$ cat src/rtl/simd_mask_pkg.sv
`timescale 1ns/1ps
package simd_mask_pkg;
   typedef enum logic [2:0] {
      OP_NONE  = 3'd0,
      OP_IF    = 3'd1,
      OP_ELSE  = 3'd2,
      OP_ENDIF = 3'd3,
      OP_SETW  = 3'd4
   } mask_op_e;
endpackage

$ cat src/rtl/simd_lane_limit.sv
`timescale 1ns/1ps
module simd_lane_limit #(
   parameter int MAX_LOG2 = 5,
   localparam int LANES = 1 << MAX_LOG2
) (
   input  logic [2:0]       wcode,
   output logic [LANES-1:0] limit
);
   logic [2:0] eff;
   assign eff = (wcode > 3'(MAX_LOG2)) ? 3'(MAX_LOG2) : wcode;

   for (genvar g = 0; g < LANES; g++) begin : g_lane
      localparam int NEED = $clog2(g + 1);
      assign limit[g] = (int'(eff) >= NEED);
   end
endmodule

$ cat src/rtl/simd_saved_stack.sv
`timescale 1ns/1ps
module simd_saved_stack #(
   parameter int LANES = 32,
   parameter int DEPTH = 8,
   localparam int CW = $clog2(DEPTH + 1),
   localparam int AW = (DEPTH > 1) ? $clog2(DEPTH) : 1
) (
   input  logic             clk,
   input  logic             rst_n,
   input  logic             push,
   input  logic             pop,
   input  logic             clear,
   input  logic [LANES-1:0] push_data,
   output logic [LANES-1:0] top_data,
   output logic             full,
   output logic             empty
);
   logic [LANES-1:0] mem [DEPTH];
   logic [CW-1:0]    cnt;

   assign full     = (cnt == CW'(DEPTH));
   assign empty    = (cnt == '0);
   assign top_data = mem[AW'(cnt - CW'(1))];

   always_ff @(posedge clk) begin
      if (!rst_n || clear) begin
         cnt <= '0;
      end else if (push && !full) begin
         cnt <= cnt + CW'(1);
      end else if (pop && !empty) begin
         cnt <= cnt - CW'(1);
      end
   end

   always_ff @(posedge clk) begin
      if (push && !full) mem[AW'(cnt)] <= push_data;
   end
endmodule

$ cat src/rtl/simd_mask_stack.sv
`timescale 1ns/1ps
module simd_mask_stack
   import simd_mask_pkg::*;
#(
   parameter int MAX_LOG2 = 5,
   parameter int DEPTH    = 8,
   localparam int LANES   = 1 << MAX_LOG2
) (
   input  logic             clk,
   input  logic             rst_n,
   input  logic [2:0]       op,
   input  logic [2:0]       width_code,
   input  logic [LANES-1:0] cond,
   output logic [LANES-1:0] active_mask,
   output logic             skip,
   output logic             overflow,
   output logic             underflow
);
   if (MAX_LOG2 < 0 || MAX_LOG2 > 5) begin : g_bad_width
      $error("simd_mask_stack: MAX_LOG2 must lie in 0..5");
   end
   if (DEPTH < 1) begin : g_bad_depth
      $error("simd_mask_stack: DEPTH must be at least 1");
   end

   logic [2:0]       wcode_q, wcode_n;
   logic [LANES-1:0] lim_cur, lim_new;
   logic [LANES-1:0] act_n, top_mask, if_mask, else_mask;
   logic             skip_n, ovf_n, udf_n;
   logic             stk_push, stk_pop, stk_clear, stk_full, stk_empty;
   mask_op_e         opc;

   assign opc = mask_op_e'(op);

   simd_lane_limit #(.MAX_LOG2(MAX_LOG2)) u_lim_cur (
      .wcode (wcode_q),
      .limit (lim_cur)
   );
   simd_lane_limit #(.MAX_LOG2(MAX_LOG2)) u_lim_new (
      .wcode (width_code),
      .limit (lim_new)
   );

   simd_saved_stack #(.LANES(LANES), .DEPTH(DEPTH)) u_stack (
      .clk       (clk),
      .rst_n     (rst_n),
      .push      (stk_push),
      .pop       (stk_pop),
      .clear     (stk_clear),
      .push_data (active_mask),
      .top_data  (top_mask),
      .full      (stk_full),
      .empty     (stk_empty)
   );

   assign if_mask   = active_mask & cond & lim_cur;
   assign else_mask = top_mask & ~cond & lim_cur;

   always_comb begin
      act_n     = active_mask;
      wcode_n   = wcode_q;
      skip_n    = skip;
      ovf_n     = overflow;
      udf_n     = underflow;
      stk_push  = 1'b0;
      stk_pop   = 1'b0;
      stk_clear = 1'b0;
      case (opc)
         OP_IF: begin
            if (stk_full) begin
               ovf_n = 1'b1;
            end else begin
               stk_push = 1'b1;
               act_n    = if_mask;
               skip_n   = (if_mask == '0);
            end
         end
         OP_ELSE: begin
            if (stk_empty) begin
               udf_n = 1'b1;
            end else begin
               act_n  = else_mask;
               skip_n = (else_mask == '0);
            end
         end
         OP_ENDIF: begin
            if (stk_empty) begin
               udf_n = 1'b1;
            end else begin
               stk_pop = 1'b1;
               act_n   = top_mask;
               skip_n  = 1'b0;
            end
         end
         OP_SETW: begin
            stk_clear = 1'b1;
            wcode_n   = width_code;
            act_n     = lim_new;
            skip_n    = 1'b0;
            ovf_n     = 1'b0;
            udf_n     = 1'b0;
         end
         default: ;
      endcase
   end

   always_ff @(posedge clk) begin
      if (!rst_n) begin
         wcode_q     <= 3'(MAX_LOG2);
         active_mask <= '1;
         skip        <= 1'b0;
         overflow    <= 1'b0;
         underflow   <= 1'b0;
      end else begin
         wcode_q     <= wcode_n;
         active_mask <= act_n;
         skip        <= skip_n;
         overflow    <= ovf_n;
         underflow   <= udf_n;
      end
   end
endmodule

$ cat config.mk
export PLATFORM = sky130hd
export DESIGN_NAME = simd_mask_stack
export DESIGN_NICKNAME = d
export VERILOG_FILES = /design/src/rtl/simd_mask_pkg.sv /design/src/rtl/simd_lane_limit.sv /design/src/rtl/simd_saved_stack.sv /design/src/rtl/simd_mask_stack.sv
export SDC_FILE = /design/constraint.sdc
export NUM_CORES = 1
export LEC_CHECK = 0
export BUFFER_PORTS_ARGS = -buffer_cell sky130_fd_sc_hd__buf_4
export CORE_ASPECT_RATIO = 2
export CORE_MARGIN = 2
export CORE_UTILIZATION = 68
export CTS_BUF_LIST = sky130_fd_sc_hd__clkbuf_4 sky130_fd_sc_hd__clkbuf_8
export DETAILED_ROUTE_END_ITERATION = 8
export GPL_TIMING_DRIVEN = 0
export MAX_ROUTING_LAYER = met4
export PLACE_DENSITY = 0.88
export SLEW_MARGIN = 20
export SYNTH_ARGS = -nofsm -noshare
export SYNTH_HDL_FRONTEND = slang
export SYNTH_SLANG_ARGS = --single-unit
$ cat constraint.sdc
create_clock -name clk -period 14.89 [get_ports clk]
set_input_delay 0 -clock clk [delete_from_list [all_inputs] [get_ports clk]]
set_output_delay 0 -clock clk [all_outputs]
set_load 0.02 [all_outputs]
# --- Word level (Yosys, flattened, before mapping) ---
# Memories as Yosys holds them, arrays and structs flattened.
# Cells that the tools add are included.
# W data, S select, Z words.
word_totals:
  rom_bits: 0
  mem_count: 1
  ram_bits: 256
  latch_bits: 0
  register_bits: 42
  elab_cells: 76
op_classes:
  order_cmp: 12
  n_addsub: 2
  muxes: 23
  n_mul: 0
  n_div: 0
  reduce_logical: 17
  n_eq_ne: 10
  bitwise_logic: 5
  shifts: 0
memory_table:
  columns: ["memory", "words", "width", "read_ports", "rd_ports_with_merged_regs", "write_ports", "line_no", "source"]
  rows:
  - ["u_stack.mem", 8, 32, 1, 0, 1, "simd_saved_stack.sv:18", "logic [LANES-1:0] mem [DEPTH];"]
op_table:
  columns: ["cell", "n"]
  rows:
  - ["$and A32 B32 Y32", 4]
  - ["$pmux W32 S4", 1]
  - ["$mux W32", 3]
  - ["$logic_not A32 Y1", 2]
  - ["$not A32 Y32", 1]
  - ["$ge A3 B2 Y1 const B", 4]
  - ["$ge A3 B3 Y1 const B", 4]
  - ["$mux W1", 12]
  - ["$mux W4", 2]
  - ["$eq A3 B2 Y1 const B", 2]
  - ["$ge A3 B1 Y1 const B", 2]
  - ["$gt A3 B3 Y1 const B", 2]
  - ["$mux W3", 2]
  - ["$ne A2 B2 Y1 const B", 3]
  - ["$reduce_bool A2 Y1", 3]
  - ["$add A4 B1 Y4 const B", 1]
  - ["$eq A4 B4 Y1 const B", 1]
  - ["$logic_not A4 Y1", 1]
  - ["$ne A2 B1 Y1 const B", 2]
  - ["$pmux W1 S2", 2]
  - ["$pmux W1 S4", 1]
  - ["$reduce_and A2 Y1", 2]
  - ["$reduce_and A4 Y1", 1]
  - ["$reduce_bool A4 Y1", 1]
  - ["other kinds (7)", 10]

# --- Longest topological paths before layout ---
# Gate-level depths: netlist of the first run.
logic_depth:
  depth_word: 7
  depth_mapped: 15

# --- Hierarchy ---
# A second synthesis of the first run with hierarchy kept.
unflattened:
  cells_unflattened: 862
  area_unflattened_um2: 13461.7
modules_own_cells:
  columns: ["mod", "area_per_inst_um2", "cells_each", "instances"]
  rows:
  - ["simd_saved_stack", 10104.7, 429, 1]
  - ["simd_mask_stack", 2879.0, 367, 1]
  - ["simd_lane_limit", 239.0, 33, 2]

# --- Worst setup path after synthesis of the first run ---
# OpenSTA, ideal clock, no wires.
synth_path:
  path_type: "register to register"
  from: "register u_stack.cnt[0]"
  to: "memory u_stack.mem[0][0], enable pin"
  synth_period_minus_slack_ns: 5.196
  t_required_ns: 14.429
  setup_ns: 0.461
  path_stages_with_launch: 10
  path_slack_ns: 9.694
  arrival_time_ns: 4.735
  path_cell_list: "dfxtp_1 > buf_4 > buf_4 > inv_2 > buf_1 > ha_1 > nor2b_1 > a2111oi_1 > nand2_1 > nor3_1"
synth_between:
  elab_chain_cells: 6
  word_cells_on_any_way: 7
synth_lines:
  columns: ["element", "line_no", "source"]
  rows:
  - ["start, declared", "simd_saved_stack.sv:19", "logic [CW-1:0] cnt;"]
  - ["start signal, assigned", "simd_saved_stack.sv:29", "cnt <= cnt + CW'(1);"]
  - ["start signal, assigned", "simd_saved_stack.sv:31", "cnt <= cnt - CW'(1);"]
  - ["$eq A4 B4 Y1", "simd_saved_stack.sv:21", "assign full = (cnt == CW'(DEPTH));"]
  - ["$mux W1", "simd_mask_stack.sv:70", "if (stk_full) begin"]
  - ["$mux W1", "simd_mask_stack.sv:68", "case (opc)"]
  - ["$logic_and A1 B1 Y1", "simd_saved_stack.sv:36", "if (push && !full) mem[AW'(cnt)] <= push_data;"]
  - ["$mux W1", "simd_saved_stack.sv:36", null]
  - ["$mux W1 (implied by the code)", "simd_saved_stack.sv:36", null]
  - ["end, declared", "simd_saved_stack.sv:18", null]
# Parallel ways exist; a longest one is shown, timed or not.

# --- Worst setup path in the final report of the first run ---
layout_path:
  from: "register u_stack.cnt[0]"
  to: "register skip"
layout_between:
  elab_chain_cells: 7
  word_cells_on_any_way: 13
layout_lines:
  columns: ["element", "line_no", "source"]
  rows:
  - ["$sub A4 B1 Y4", "simd_saved_stack.sv:23", "assign top_data = mem[AW'(cnt - CW'(1))];"]
  - ["$mem_v2 Z8 W32", null, null]
  - ["$and A32 B32 Y32 (2 in series)", "simd_mask_stack.sv:57", "assign else_mask = top_mask & ~cond & lim_cur;"]
  - ["$logic_not A32 Y1", "simd_mask_stack.sv:83", "skip_n = (else_mask == '0);"]
  - ["$mux W1", "simd_mask_stack.sv:79", "if (stk_empty) begin"]
  - ["$pmux W1 S4", "simd_mask_stack.sv:68", null]
  - ["end signal, assigned", "simd_mask_stack.sv:117", "skip <= skip_n;"]
  - ["end, declared", "simd_mask_stack.sv:15", "output logic skip,"]
# Parallel ways exist; a longest one is shown, timed or not. The select of a mux whose other input is x is not followed.
# A chain may end at the register's enable or synchronous reset.

==> reports/qor.csv, run 1 <==
stage,metric,value,unit
outcome,outcome,completed,
route,ant_nets,0,
synth,synth_top_area_share,0.612,
sta,slew_headroom,0.247,
sta,fin_crit_sh,0.361,
route,drt-pass1-iter-count,8,
synth,synth-simple-area-share,0.0880,
sta,fmax,186,MHz
clock_network,cts_sinks,298,
global_routing,busiest_layer,met2,
global_routing,grtUsageTotal,0.399,
global_routing,grt_remaining_overflow,0,
global_routing,grtUsageMet1,0.445,
synth,synth_xor_area_frac,0.00468,
floorplanning,rows,70,
power,seq_power_share,0.515,
sta,rsz0062_at_grt,false,
floorplanning,start_util,0.690,
global_routing,grt_pass1_wl,54.7,mm
power,ir_drop,0.114,mV
finish,area_delta_synth_final,18.9,%
synth,postSynth.asyncResetShare,0,
power,swShare,0.256,
synth,synth_fa_ha_area_frac,0.00199,
clock_network,htree_levels,2,
clock_network,numCtsBuffers,40,
sta,fin_tns_setup,0,ps
synth,ys_types,59,
floorplanning,die_w,100,µm
clock_network,clockBufferDepth,3,
route,viasPerCell,7.14,
floorplanning,die-area,19600,µm²
finish,layout_common_cells,"edfxtp_1, nand2_1, buf_4",
finish,drive_above_1_share,0.215,
sta,finalMaxSlewViolations,0,
synth,synth_area,12600,µm²
global_routing,grt_pass1_vias,9214,
critical_path,path_max_fanout,10,
critical_path,r2r_start,u_stack.cnt[0]$_SDFFE_PP0P_,
route,drc,0,
sta,finalHoldViolations,0,
synth,synth.area.top_cells,"edfxtp_1, mux4_2, dfxtp_1, o21ai_0, nand2_1",
finish,fin_cells,1281,
power,p_sw,0.000478,W
global_routing,grt_max_degree,19,
route,wirelength,37.2,mm
clock_network,clock_latency,560,ps
finish,stdcell_area,14900,µm²
critical_path,rrSetupSlack,9510,ps
power,internal_power,0.00139,W
placement,gp_congestion,0.982,
synth,synth_top_family_by_area,multiplexers,
global_routing,grt_use_met3,0.0641,
clock_network,cts_tree,built,
finish,multi_input_area,3850,µm²
clock_network,path_clk_slew,70,ps
global_routing,antenna_found_initial,0,
critical_path,crit_arrival,5840,ps
power,p_comb_frac,0.125,
floorplanning,coreArea,18200,µm²
critical_path,crit_path_end_kind,flip-flop,
global_routing,use_met2,0.646,
route,routedWlPerCell,29.0,µm
synth,synthCells,864,
finish,layout_commonest_cell,edfxtp_1,
clock_network,clk_root_buffer_cell,clkbuf_8,
critical_path,reg2reg_depth,13,
synth,synthFlopType,edfxtp_1,
sta,period_needed,5380,ps
synth,yosysWarnings,0,
placement,dp_hpwl,24.6,mm
worst_hold_path,hold_path.startpoint,op[0],
synth,synth_compound_area_frac,0.0944,
placement,post_dp_cell_area,13700,µm²
critical_path,startpoint,u_stack.cnt[0]$_SDFFE_PP0P_,
critical_path,crit_type,flip-flop to flip-flop,
worst_hold_path,hold_path.class,input port to flip-flop,
flow_run,cap_violations,0,
route,via_count,9142,
power,power.share.clock,0.359,
synth,avgSynthCellArea,14.5,µm²
critical_path,r2r-end,skip$_SDFFE_PN0P_,
synth,ys_ff_latch,298,
route,drt_iter0_markers,1134,
power,power_leakage,5.19,nW
placement,port_buffers,73,
sta,setup_viol_count_final,0,
critical_path,startpoint_type,flip-flop,
synth,synth_top_cell_by_area,edfxtp_1,
sta,worstMarginPinSlew,1130,ps
sta,final.setup_skew,27.7,ps
synth,muxShareOfSynthArea,0.113,
finish,ff_latch_area,8530,µm²
finish,n_antenna_cell,0,
critical_path,required,15360,ps
synth,synth_nets,906,
floorplanning,die_y,196,µm
finish,fillCellCount,950,
synth,synth-edff-count,256,
placement,place_inst,1167,
finish,nNetsFinal,1077,
floorplanning,io_pins,75,
synth,seq_area_frac_synth,0.679,
critical_path,critical_path.endpoint,skip$_SDFFE_PN0P_,
power,powerDensity,125,nW/µm²
-- per-layer routing --
layer / routed length (µm) / vias up
met1: 11600 / 4422
met4: 3150 / 0
li1: - / 3758
met2: 18900 / 750
met3: 3490 / 212
met5: 0 / -
-- how the worst min path moves through the flow --
stage | end | slack [ps] | cells past startpoint
2_1_floorplan | wcode_q[0]$_SDFFE_PN1P_ | 120 | 2
3_5_place_dp | wcode_q[0]$_SDFFE_PN1P_ | 280 | 3
4_1_cts | active_mask[0]$_SDFFE_PN1P_ | 150 | 5
6_report | active_mask[0]$_SDFFE_PN1P_ | 170 | 5
5_1_grt | active_mask[0]$_SDFFE_PN1P_ | 220 | 5
3_3_place_gp | wcode_q[0]$_SDFFE_PN1P_ | 280 | 3
-- kinds of logic (layout without fill, tap and decap cells) --
kind of cell | Yosys count | count (layout)
compound gates | 181 | 181
mux | 84 | 84
buf+inv | 54 | 255
simple gates | 240 | 240
xor+xnor | 5 | 5
flops | 298 | 298
fa+ha+maj | 2 | 2
-- cells in the mapped netlist, drive strengths merged, types with 3 or more instances --
cell / number
o311ai: 4
xor2: 3
nor2b: 5
nand3: 33
a32oi: 15
and2: 3
nor3: 11
nand2b: 5
buf: 16
mux4: 46
edfxtp: 256
o41ai: 4
a41oi: 3
o21ai: 77
a221oi: 6
nor3b: 7
nand2: 97
nand3b: 3
a22oi: 9
clkbuf: 31
a22o: 5
nor2: 48
and3: 20
o211ai: 11
mux2i: 36
a31oi: 12
inv: 7
a21oi: 10
o22ai: 8
dfxtp: 42
o21a: 5
-- worst max-delay path: stages (launching register included) --
cell     delay (ps)
dfxtp_1         320
buf_4           190
buf_4           210
inv_2           250
buf_1           870
ha_1            500
xor2_2          670
buf_2           510
mux4_2          560
mux2i_1         370
nor2_1           80
nor3_1          150
a31oi_1         210
o41ai_2         370
-- flip-flops by register name (all words and copies together), names as in the netlist --
register / cells
skip: 1
u_stack.cnt: 4
underflow: 1
u_stack.mem: 256
active_mask: 32
overflow: 1
wcode_q: 3
-- timing repair --
action / 4_1_cts / 5_1_grt
endpoints found under the hold margin: 42 / 0
resized for setup: 0 / 0
hold buffers: 42 / 0
endpoints found under the setup margin: 0 / 0
buffers inserted: 0 / 0
-- power groups by stage --
stage                     sequential (W)  combinational [W]  clock, W
final                           0.000960           0.000234  0.000669
after global routing            0.000962           0.000244  0.000703
after CTS                       0.000959           0.000227  0.000667
after detailed placement        0.000977           0.000216         0
after global placement          0.000975           0.000210         0
after floorplan                 0.000976           0.000124         0
-- final cells by class --
type / count / share of cell area
Sequential cell: 298 / 0.571
Multi-Input combinational cell: 512 / 0.258
Timing Repair Buffer: 129 / 0.0799
Clock buffer: 53 / 0.0446
Tap cell: 216 / 0.0181
Buffer: 47 / 0.0144
Clock inverter: 19 / 0.0126
Inverter: 7 / 0.00176
-- through the flow --
stage                     setup WS, ps  total power [W]   util  hold slack (ps)
final                             9510          0.00186  0.820              175
after global routing              9400          0.00191  0.820              221
after CTS                         9610          0.00185  0.820              147
after detailed placement          9670          0.00119  0.750              276
after global placement            6620          0.00118  0.735              278
after floorplan                   9690          0.00110      -              124
Note: power is estimated with default switching activity, not from simulation.
==> inputs of run 2 (changes only) <==
Settings changed: CORE_UTILIZATION 68 to 57, PLACE_DENSITY 0.88 to 0.78.
Clock period 14.89 ns to 4.64 ns, I/O delays scaled along.
==> run 2 against run 1 <==
Power rose to 3.2 times the previous value. Worst setup slack got worse by 9300 ps. Global-route usage down 8.3 points. Critical path depth rose by 1. Via count is 5.0% lower. Sequential cell count unchanged. Clock power grew to 3.3 times the previous value. Utilization shrank 12 points. Final cell count increased by 4.5%. Wire length down 6.5%. Cell area is 1.4% higher.
==> reports/qor.csv, run 2 (synthesis gave the netlist of run 1 again) <==
stage,metric,value,unit,change
critical_path,rrSetupSlack,210,ps,was 9510 ps
placement,place_inst,1222,,was 1167
critical_path,crit_type,flip-flop to flip-flop,,unchanged
power,powerDensity,397,nW/µm²,was 125 nW/µm²
placement,gp_congestion,0.982,,about the same
sta,hold_slack,195,ps,was 175 ps
placement,post_dp_cell_area,13800,µm²,was 13700 µm²
critical_path,reg2reg_depth,14,,was 13
clock_network,clk_root_buffer_cell,clkbuf_8,,unchanged
sta,period_needed,4430,ps,was 5380 ps
global_routing,grt_pass1_vias,8878,,was 9214
critical_path,crit_chain,buf_4 -> buf_4 -> inv_2 -> buf_2 -> ha_2 -> xor2_4 -> buf_6 -> buf_4 -> buf_4 -> mux2i_1 -> o22ai_1 -> nor3_1 -> a31oi_1 -> o41ai_2,,was buf_4 -> buf_4 -> inv_2 -> buf_1 -> ha_1 -> xor2_2 -> buf_2 -> mux4_2 -> mux2i_1 -> nor2_1 -> nor3_1 -> a31oi_1 -> o41ai_2
sta,worstMarginPinSlew,1010,ps,was 1130 ps
route,wirelength,34.7,mm,was 37.2 mm
route,ant_nets,0,,unchanged
global_routing,grt_max_degree,22,,was 19
floorplanning,io_pins,75,,unchanged
route,drt_iter0_markers,855,,was 1134
placement,post-place-ws,-477,ps,was 9670 ps
finish,reg_top3,"u_stack.mem (256), active_mask (32), u_stack.cnt (4)",,unchanged
floorplanning,die_w,109,µm,was 100 µm
critical_path,startpoint_type,flip-flop,,unchanged
global_routing,grt_remaining_overflow,0,,unchanged
sta,fin_ws,210,ps,was 9510 ps
sta,finalMaxSlewViolations,0,,unchanged
outcome,outcome,completed,,unchanged
finish,stdcell_area,15200,µm²,was 14900 µm²
clock_network,cts_sinks,298,,unchanged
global_routing,antenna_found_initial,0,,unchanged
critical_path,crit_arrival,4900,ps,was 5840 ps
critical_path,r2r-end,skip$_SDFFE_PN0P_,,unchanged
sta,setup_viol_count_final,0,,unchanged
route,viasPerCell,6.49,,was 7.14
finish,layout_commonest_cell,edfxtp_1,,unchanged
power,ir_drop,0.292,mV,was 0.114 mV
power,power_leakage,5.22,nW,was 5.19 nW
finish,area_delta_synth_final,20.6,%,was 18.9%
sta,finalHoldViolations,0,,unchanged
finish,largest_register,u_stack.mem,,unchanged
finish,largest_reg_flops,256,,unchanged
sta,slew_headroom,0.326,,was 0.247
floorplanning,rows,76,,was 70
route,drc,0,,unchanged
flow_run,cap_violations,0,,unchanged
critical_path,path_max_fanout,10,,unchanged
clock_network,clock_latency,580,ps,was 560 ps
critical_path,cp_num_cells,14,,was 13
placement,port_buffers,73,,unchanged
placement,dp_hpwl,23.8,mm,was 24.6 mm
route,routedWlPerCell,25.9,µm,was 29.0 µm
finish,n_antenna_cell,0,,unchanged
clock_network,cts_tree,built,,unchanged
sta,fmax,226,MHz,was 186 MHz
floorplanning,die-area,23300,µm²,was 19600 µm²
finish,nNetsFinal,1077,,unchanged
floorplanning,start_util,0.582,,was 0.690
clock_network,path_clk_slew,70,ps,about the same
clock_network,htree_levels,2,,unchanged
critical_path,cp_num_buf_inv,7,,was 5
critical_path,required,5110,ps,was 15360 ps
route,drt-pass1-iter-count,5,,was 8
critical_path,crit_path_frequent_cell,buf_4,,unchanged
floorplanning,die_y,214,µm,was 196 µm
global_routing,grt_pass1_wl,52.0,mm,was 54.7 mm
route,via_count,8686,,was 9142
clock_network,numCtsBuffers,40,,unchanged
floorplanning,coreArea,21600,µm²,was 18200 µm²
critical_path,r2r_start,u_stack.cnt[0]$_SDFFE_PP0P_,,unchanged
sta,fin_crit_sh,0.955,,was 0.361
finish,layout_common_cells,"edfxtp_1, nand2_1, buf_4",,unchanged
clock_network,clockBufferDepth,3,,unchanged
worst_hold_path,hold_path.class,input port to flip-flop,,unchanged
sta,rsz0062_at_grt,false,,unchanged
critical_path,critPathSlowestCell,buf_2,,was buf_1
critical_path,crit_family,buffers and inverters,,unchanged
critical_path,startpoint,u_stack.cnt[0]$_SDFFE_PP0P_,,unchanged
critical_path,crit_path_end_kind,flip-flop,,unchanged
critical_path,max_stage_delay,450,ps,was 870 ps
global_routing,grtUsageTotal,0.316,,was 0.399
finish,fin_cells,1339,,was 1281
critical_path,critical_path.endpoint,skip$_SDFFE_PN0P_,,unchanged
finish,drive_above_1_share,0.222,,was 0.215
sta,final.setup_skew,39.5,ps,was 27.7 ps
## run 2: cell types whose count changed in the layout (fill, tap and decap cells not counted), moves of 4 or more
cell	previous run	this run
clkbuf_4	10	14
buf_8	0	4
buf_4	85	77
clkbuf_8	43	50
clkinv_2	9	3
## run 2: worst min-delay path by stage
stage | startpoint | endpoint | slack [ps] | cells past startpoint
after floorplan | width_code[0] | wcode_q[0]$_SDFFE_PN1P_ | 120 | 2
final | op[0] | active_mask[29]$_SDFFE_PN1P_ | 190 | 5
after detailed placement | width_code[0] | wcode_q[0]$_SDFFE_PN1P_ | 260 | 3
after global placement | width_code[0] | wcode_q[0]$_SDFFE_PN1P_ | 270 | 3
after global routing | op[0] | active_mask[29]$_SDFFE_PN1P_ | 220 | 5
after CTS | op[0] | active_mask[29]$_SDFFE_PN1P_ | 130 | 5
## run 2: power by group
part	switching (W)	internal, W
Combinational	0.000436	0.000299
Sequential	0.0000926	0.00298
Clock	0.000964	0.00123
Total	0.00149	0.00452
## run 2: stage by stage
stage               TNS (ps)  total power (W)   util
detailed placement    -25510          0.00382  0.638
global route               0          0.00618  0.702
global placement     -460650          0.00380  0.624
floorplan                  0          0.00353      -
CTS                        0          0.00602  0.702
finish                     0          0.00601  0.702
## run 2: worst reg2reg max path, cell delays in order, from the launching register on
cell and delay, ps:
dfxtp_1 320, buf_4 190, buf_4 210, inv_2 240, buf_2 450, ha_2 400, xor2_4 440, buf_6 270
buf_4 260, buf_4 310, mux2i_1 340, o22ai_1 160, nor3_1 250, a31oi_1 180, o41ai_2 340
## run 2: timing repair
| item | in CTS | in global routing |
|---|---|---|
| endpoints found under the hold margin | 42 | 0 |
| setup buffers | 0 | 0 |
| gates resized for setup | 9 | 5 |
| hold buffers | 44 | 0 |
| endpoints found under the setup margin | 212 | 3 |
## run 2: final cells by class
| cell class | count | area (µm²) |
|---|---|---|
| Timing Repair Buffer | 129 | 1240 |
| Buffer | 47 | 228 |
| Clock inverter | 12 | 139 |
| Multi-Input combinational cell | 512 | 3880 |
| Clock buffer | 61 | 771 |
| Sequential cell | 298 | 8530 |
| Inverter | 7 | 26.3 |
| Tap cell | 273 | 342 |
| Fill cell | 1447 | 6430 |
## run 2: per-layer routing
metal | part of all wire | GRT usage | wire (µm)
met2 | 0.52 | 0.525 | 18100
met1 | 0.34 | 0.361 | 11800
met3 | 0.072 | 0.0371 | 2510
met5 | 0 | - | 0
met4 | 0.066 | 0.184 | 2300
==> inputs of run 3 (changes only) <==
Settings changed: ABC_AREA from default to 1, CORE_MARGIN 2 to default.
==> run 3 against run 2 <==
Sequential share of layout area fell by 3.1 points. Power rose by 5.7%. Register-to-register slack barely moved. Maximum frequency rose by 0.21%. Cell area rose by 5.8%. Utilization fell by 1.2 points. Worst setup slack improved by 9.5 ps. Final cell count rose by 43%. Clock skew fell by 18 ps. Die area rose by 4.2%. Critical path type unchanged.
==> reports/qor.csv, run 3 <==
stage,metric,value,unit,change
placement,gp_congestion,1.04,,was 0.982
synth,ys_top_cells_by_count,"nand2_1, edfxtp_1, nor2_1",,"was edfxtp_1, nand2_1, o21ai_0"
synth,synth_nets,1468,,was 906
synth,ys_types,37,,was 59
floorplanning,rows,79,,was 76
sta,rsz0062_at_grt,false,,unchanged
sta,fin_crit_sh,0.953,,was 0.955
global_routing,grt_max_degree,21,,was 22
floorplanning,die-area,24300,µm²,was 23300 µm²
sta,finalMaxSlewViolations,0,,unchanged
synth,yosysMostFrequentCell,nand2_1,,was edfxtp_1
clock_network,path_clk_slew,80,ps,was 70 ps
global_routing,grt_pass1_vias,11200,,was 8878
floorplanning,start_util,0.580,,was 0.582
synth,ys_ff_latch,298,,unchanged
floorplanning,io_pins,75,,unchanged
power,p_comb_frac,0.160,,was 0.122
synth,synth.area.top_cells,"edfxtp_1, nand2_1, nand3_1, dfxtp_1, nor2_1",,"was edfxtp_1, mux4_2, dfxtp_1, o21ai_0, nand2_1"
global_routing,grtUsageTotal,0.379,,was 0.316
clock_network,numCtsBuffers,41,,was 40
clock_network,cts_sinks,298,,unchanged
synth,avgSynthCellArea,9.45,µm²,was 14.5 µm²
clock_network,clockBufferDepth,3,,unchanged
synth,synth_top_cell_by_area,edfxtp_1,,unchanged
route,ant_nets,0,,unchanged
power,powerDensity,396,nW/µm²,was 397 nW/µm²
route,routedWlPerCell,23.0,µm,was 25.9 µm
critical_path,path_max_fanout,10,,unchanged
placement,place_inst,1797,,was 1222
synth,synth-edff-count,256,,unchanged
finish,layout_commonest_cell,nand2_1,,was edfxtp_1
critical_path,crit_type,flip-flop to flip-flop,,unchanged
route,wirelength,44.0,mm,was 34.7 mm
synth,postSynth.asyncResetShare,0,,unchanged
clock_network,cts_tree,built,,unchanged
floorplanning,coreArea,23200,µm²,was 21600 µm²
sta,final.setup_skew,21.1,ps,was 39.5 ps
sta,finalHoldViolations,0,,unchanged
power,power.share.clock,0.347,,was 0.366
critical_path,crit_arrival,4890,ps,was 4900 ps
finish,nNetsFinal,1641,,was 1077
critical_path,startpoint_type,flip-flop,,unchanged
clock_network,clk_root_buffer_cell,clkbuf_8,,unchanged
sta,worstMarginPinSlew,926,ps,was 1010 ps
clock_network,clock_latency,580,ps,about the same
route,drc,0,,unchanged
finish,largest_reg_flops,256,,unchanged
sta,fmax,226,MHz,about the same
finish,largest_register,u_stack.mem,,unchanged
finish,reg_top3,"u_stack.mem (256), active_mask (32), u_stack.cnt (4)",,unchanged
route,via_count,11400,,was 8686
route,viasPerCell,5.97,,was 6.49
synth,yosysWarnings,0,,unchanged
sta,slew_headroom,0.382,,was 0.326
finish,drive_above_1_share,0.131,,was 0.222
route,drt-pass1-iter-count,6,,was 5
power,power_leakage,6.43,nW,was 5.22 nW
floorplanning,die_y,219,µm,was 214 µm
power,ir_drop,0.337,mV,was 0.292 mV
placement,dp_hpwl,30.4,mm,was 23.8 mm
global_routing,grt_pass1_wl,64.8,mm,was 52.0 mm
floorplanning,die_w,111,µm,was 109 µm
synth,synth_area,13500,µm²,was 12600 µm²
global_routing,antenna_found_initial,0,,unchanged
outcome,outcome,completed,,unchanged
sta,hold_slack,49.8,ps,was 195 ps
flow_run,cap_violations,0,,unchanged
sta,setup_viol_count_final,0,,unchanged
finish,fin_cells,1916,,was 1339
placement,port_buffers,74,,was 73
power,internal_power,0.00452,W,about the same
synth,synthFlopType,edfxtp_1,,unchanged
worst_hold_path,hold_path.class,input port to flip-flop,,unchanged
synth,synthCells,1426,,was 864
route,drt_iter0_markers,1151,,was 855
power,p_sw,0.00184,W,was 0.00149 W
power,seq_power_share,0.492,,was 0.512
clock_network,cts_resized,0,,was 9
finish,area_delta_synth_final,19.0,%,was 20.6%
critical_path,required,5110,ps,about the same
sta,period_needed,4420,ps,was 4430 ps
finish,layout_common_cells,"nand2_1, edfxtp_1, nor2_1",,"was edfxtp_1, nand2_1, buf_4"
global_routing,grt_remaining_overflow,0,,unchanged
power,swShare,0.289,,was 0.248
synth,synth_top_area_share,0.570,,was 0.612
critical_path,crit_path_end_kind,flip-flop,,unchanged
clock_network,htree_levels,2,,unchanged
synth,seq_area_frac_synth,0.633,,was 0.679
==> run 3: cell count changes after synthesis, moves of 8 or more <==
cell,previous run,this run
mux2i_1,36,0
a21oi_1,10,50
a32oi_1,15,0
and3_1,20,0
nand2_1,97,347
a31oi_1,12,2
nand3_1,33,175
nor2_1,48,216
o2111ai_1,1,14
o22ai_1,8,0
mux4_2,46,0
o21ai_1,2,13
buf_2,7,33
inv_1,6,118
==> run 3: logic make-up (layout without fill, tap and decap cells) <==
group	after synthesis	count (layout)	share of synthesized area
other	0	1	0
xor gates and xnor gates	3	3	0.00306
DFF	298	298	0.633
and+or+nand+nor	763	763	0.233
adders and majority gates	2	2	0.00186
AOI/OAI and AO/OA	165	165	0.0691
buffers and inverters	195	401	0.0601
==> run 3: layout make-up <==
class	instances	area [µm²]
fillers	1770	7190
repair buffers	130	1260
diodes	1	2.50
inverters	122	458
multi-input cells	933	4200
clock inverters	23	218
clock buffers	53	667
well taps	283	354
flip-flops and latches	298	8530
plain buffers	73	353
==> run 3: repair_timing <==
action | 4_1_cts | 5_1_grt
hold buffers | 42 | 0
setup endpoints to repair | 0 | 0
hold endpoints to repair | 39 | 0
buffers inserted | 0 | 0
==> run 3: power by group through the flow <==
stage / Sequential (W) / Combinational (W) / Clock, W
after floorplan: 0.00318 / 0.000540 / 0
after global placement: 0.00318 / 0.000929 / 0
after detailed placement: 0.00318 / 0.000957 / 0
after CTS: 0.00312 / 0.000993 / 0.00220
after global routing: 0.00314 / 0.00109 / 0.00231
final: 0.00313 / 0.00102 / 0.00221
==> run 3: through the flow <==
stage	utilization	power [W]	area [µm²]	setup slack, ps	setup TNS, ps
after floorplan	-	0.00372	13500	311	0
after global placement	0.619	0.00411	14400	-2190	-175960
after detailed placement	0.634	0.00414	14700	1060	0
after CTS	0.690	0.00632	16000	428	0
after global routing	0.690	0.00654	16000	138	0
final	0.690	0.00635	16000	219	0
==> run 3: path summary, 6_finish.rpt <==
kind	from	end	slack, ps	cells past startpoint
max reg2reg	u_stack.cnt[0]$_SDFFE_PP0P_	active_mask[30]$_SDFFE_PN1P_	220	17
min	cond[30]	skip$_SDFFE_PN0P_	50	8
max	u_stack.cnt[0]$_SDFFE_PP0P_	active_mask[30]$_SDFFE_PN1P_	220	17
min reg2reg	underflow$_SDFFE_PN0P_	underflow$_SDFFE_PN0P_	500	2
==> run 3: critical path, stage by stage (launching register included) <==
cell and delay [ps]:
dfxtp_1 380, buf_4 200, inv_2 50, buf_6 140, buf_6 150, buf_2 220, ha_1 320, buf_4 180
clkbuf_1 700, nor2_1 110, o21ai_0 130, nand3_1 210, o2111ai_1 130, dlygate4sd3_1 570, nand2_1 50, a22oi_1 130
dlygate4sd3_1 580, nand2_1 50
==> run 3: per-layer routing <==
layer	vias up	routed length, µm	part of all wire	GRT usage
li1	5168	-	-	-
met5	-	0	0	-
met1	5322	14700	0.33	0.398
met4	0	3520	0.080	0.292
met3	234	3420	0.078	0.0539
met2	714	22400	0.51	0.642
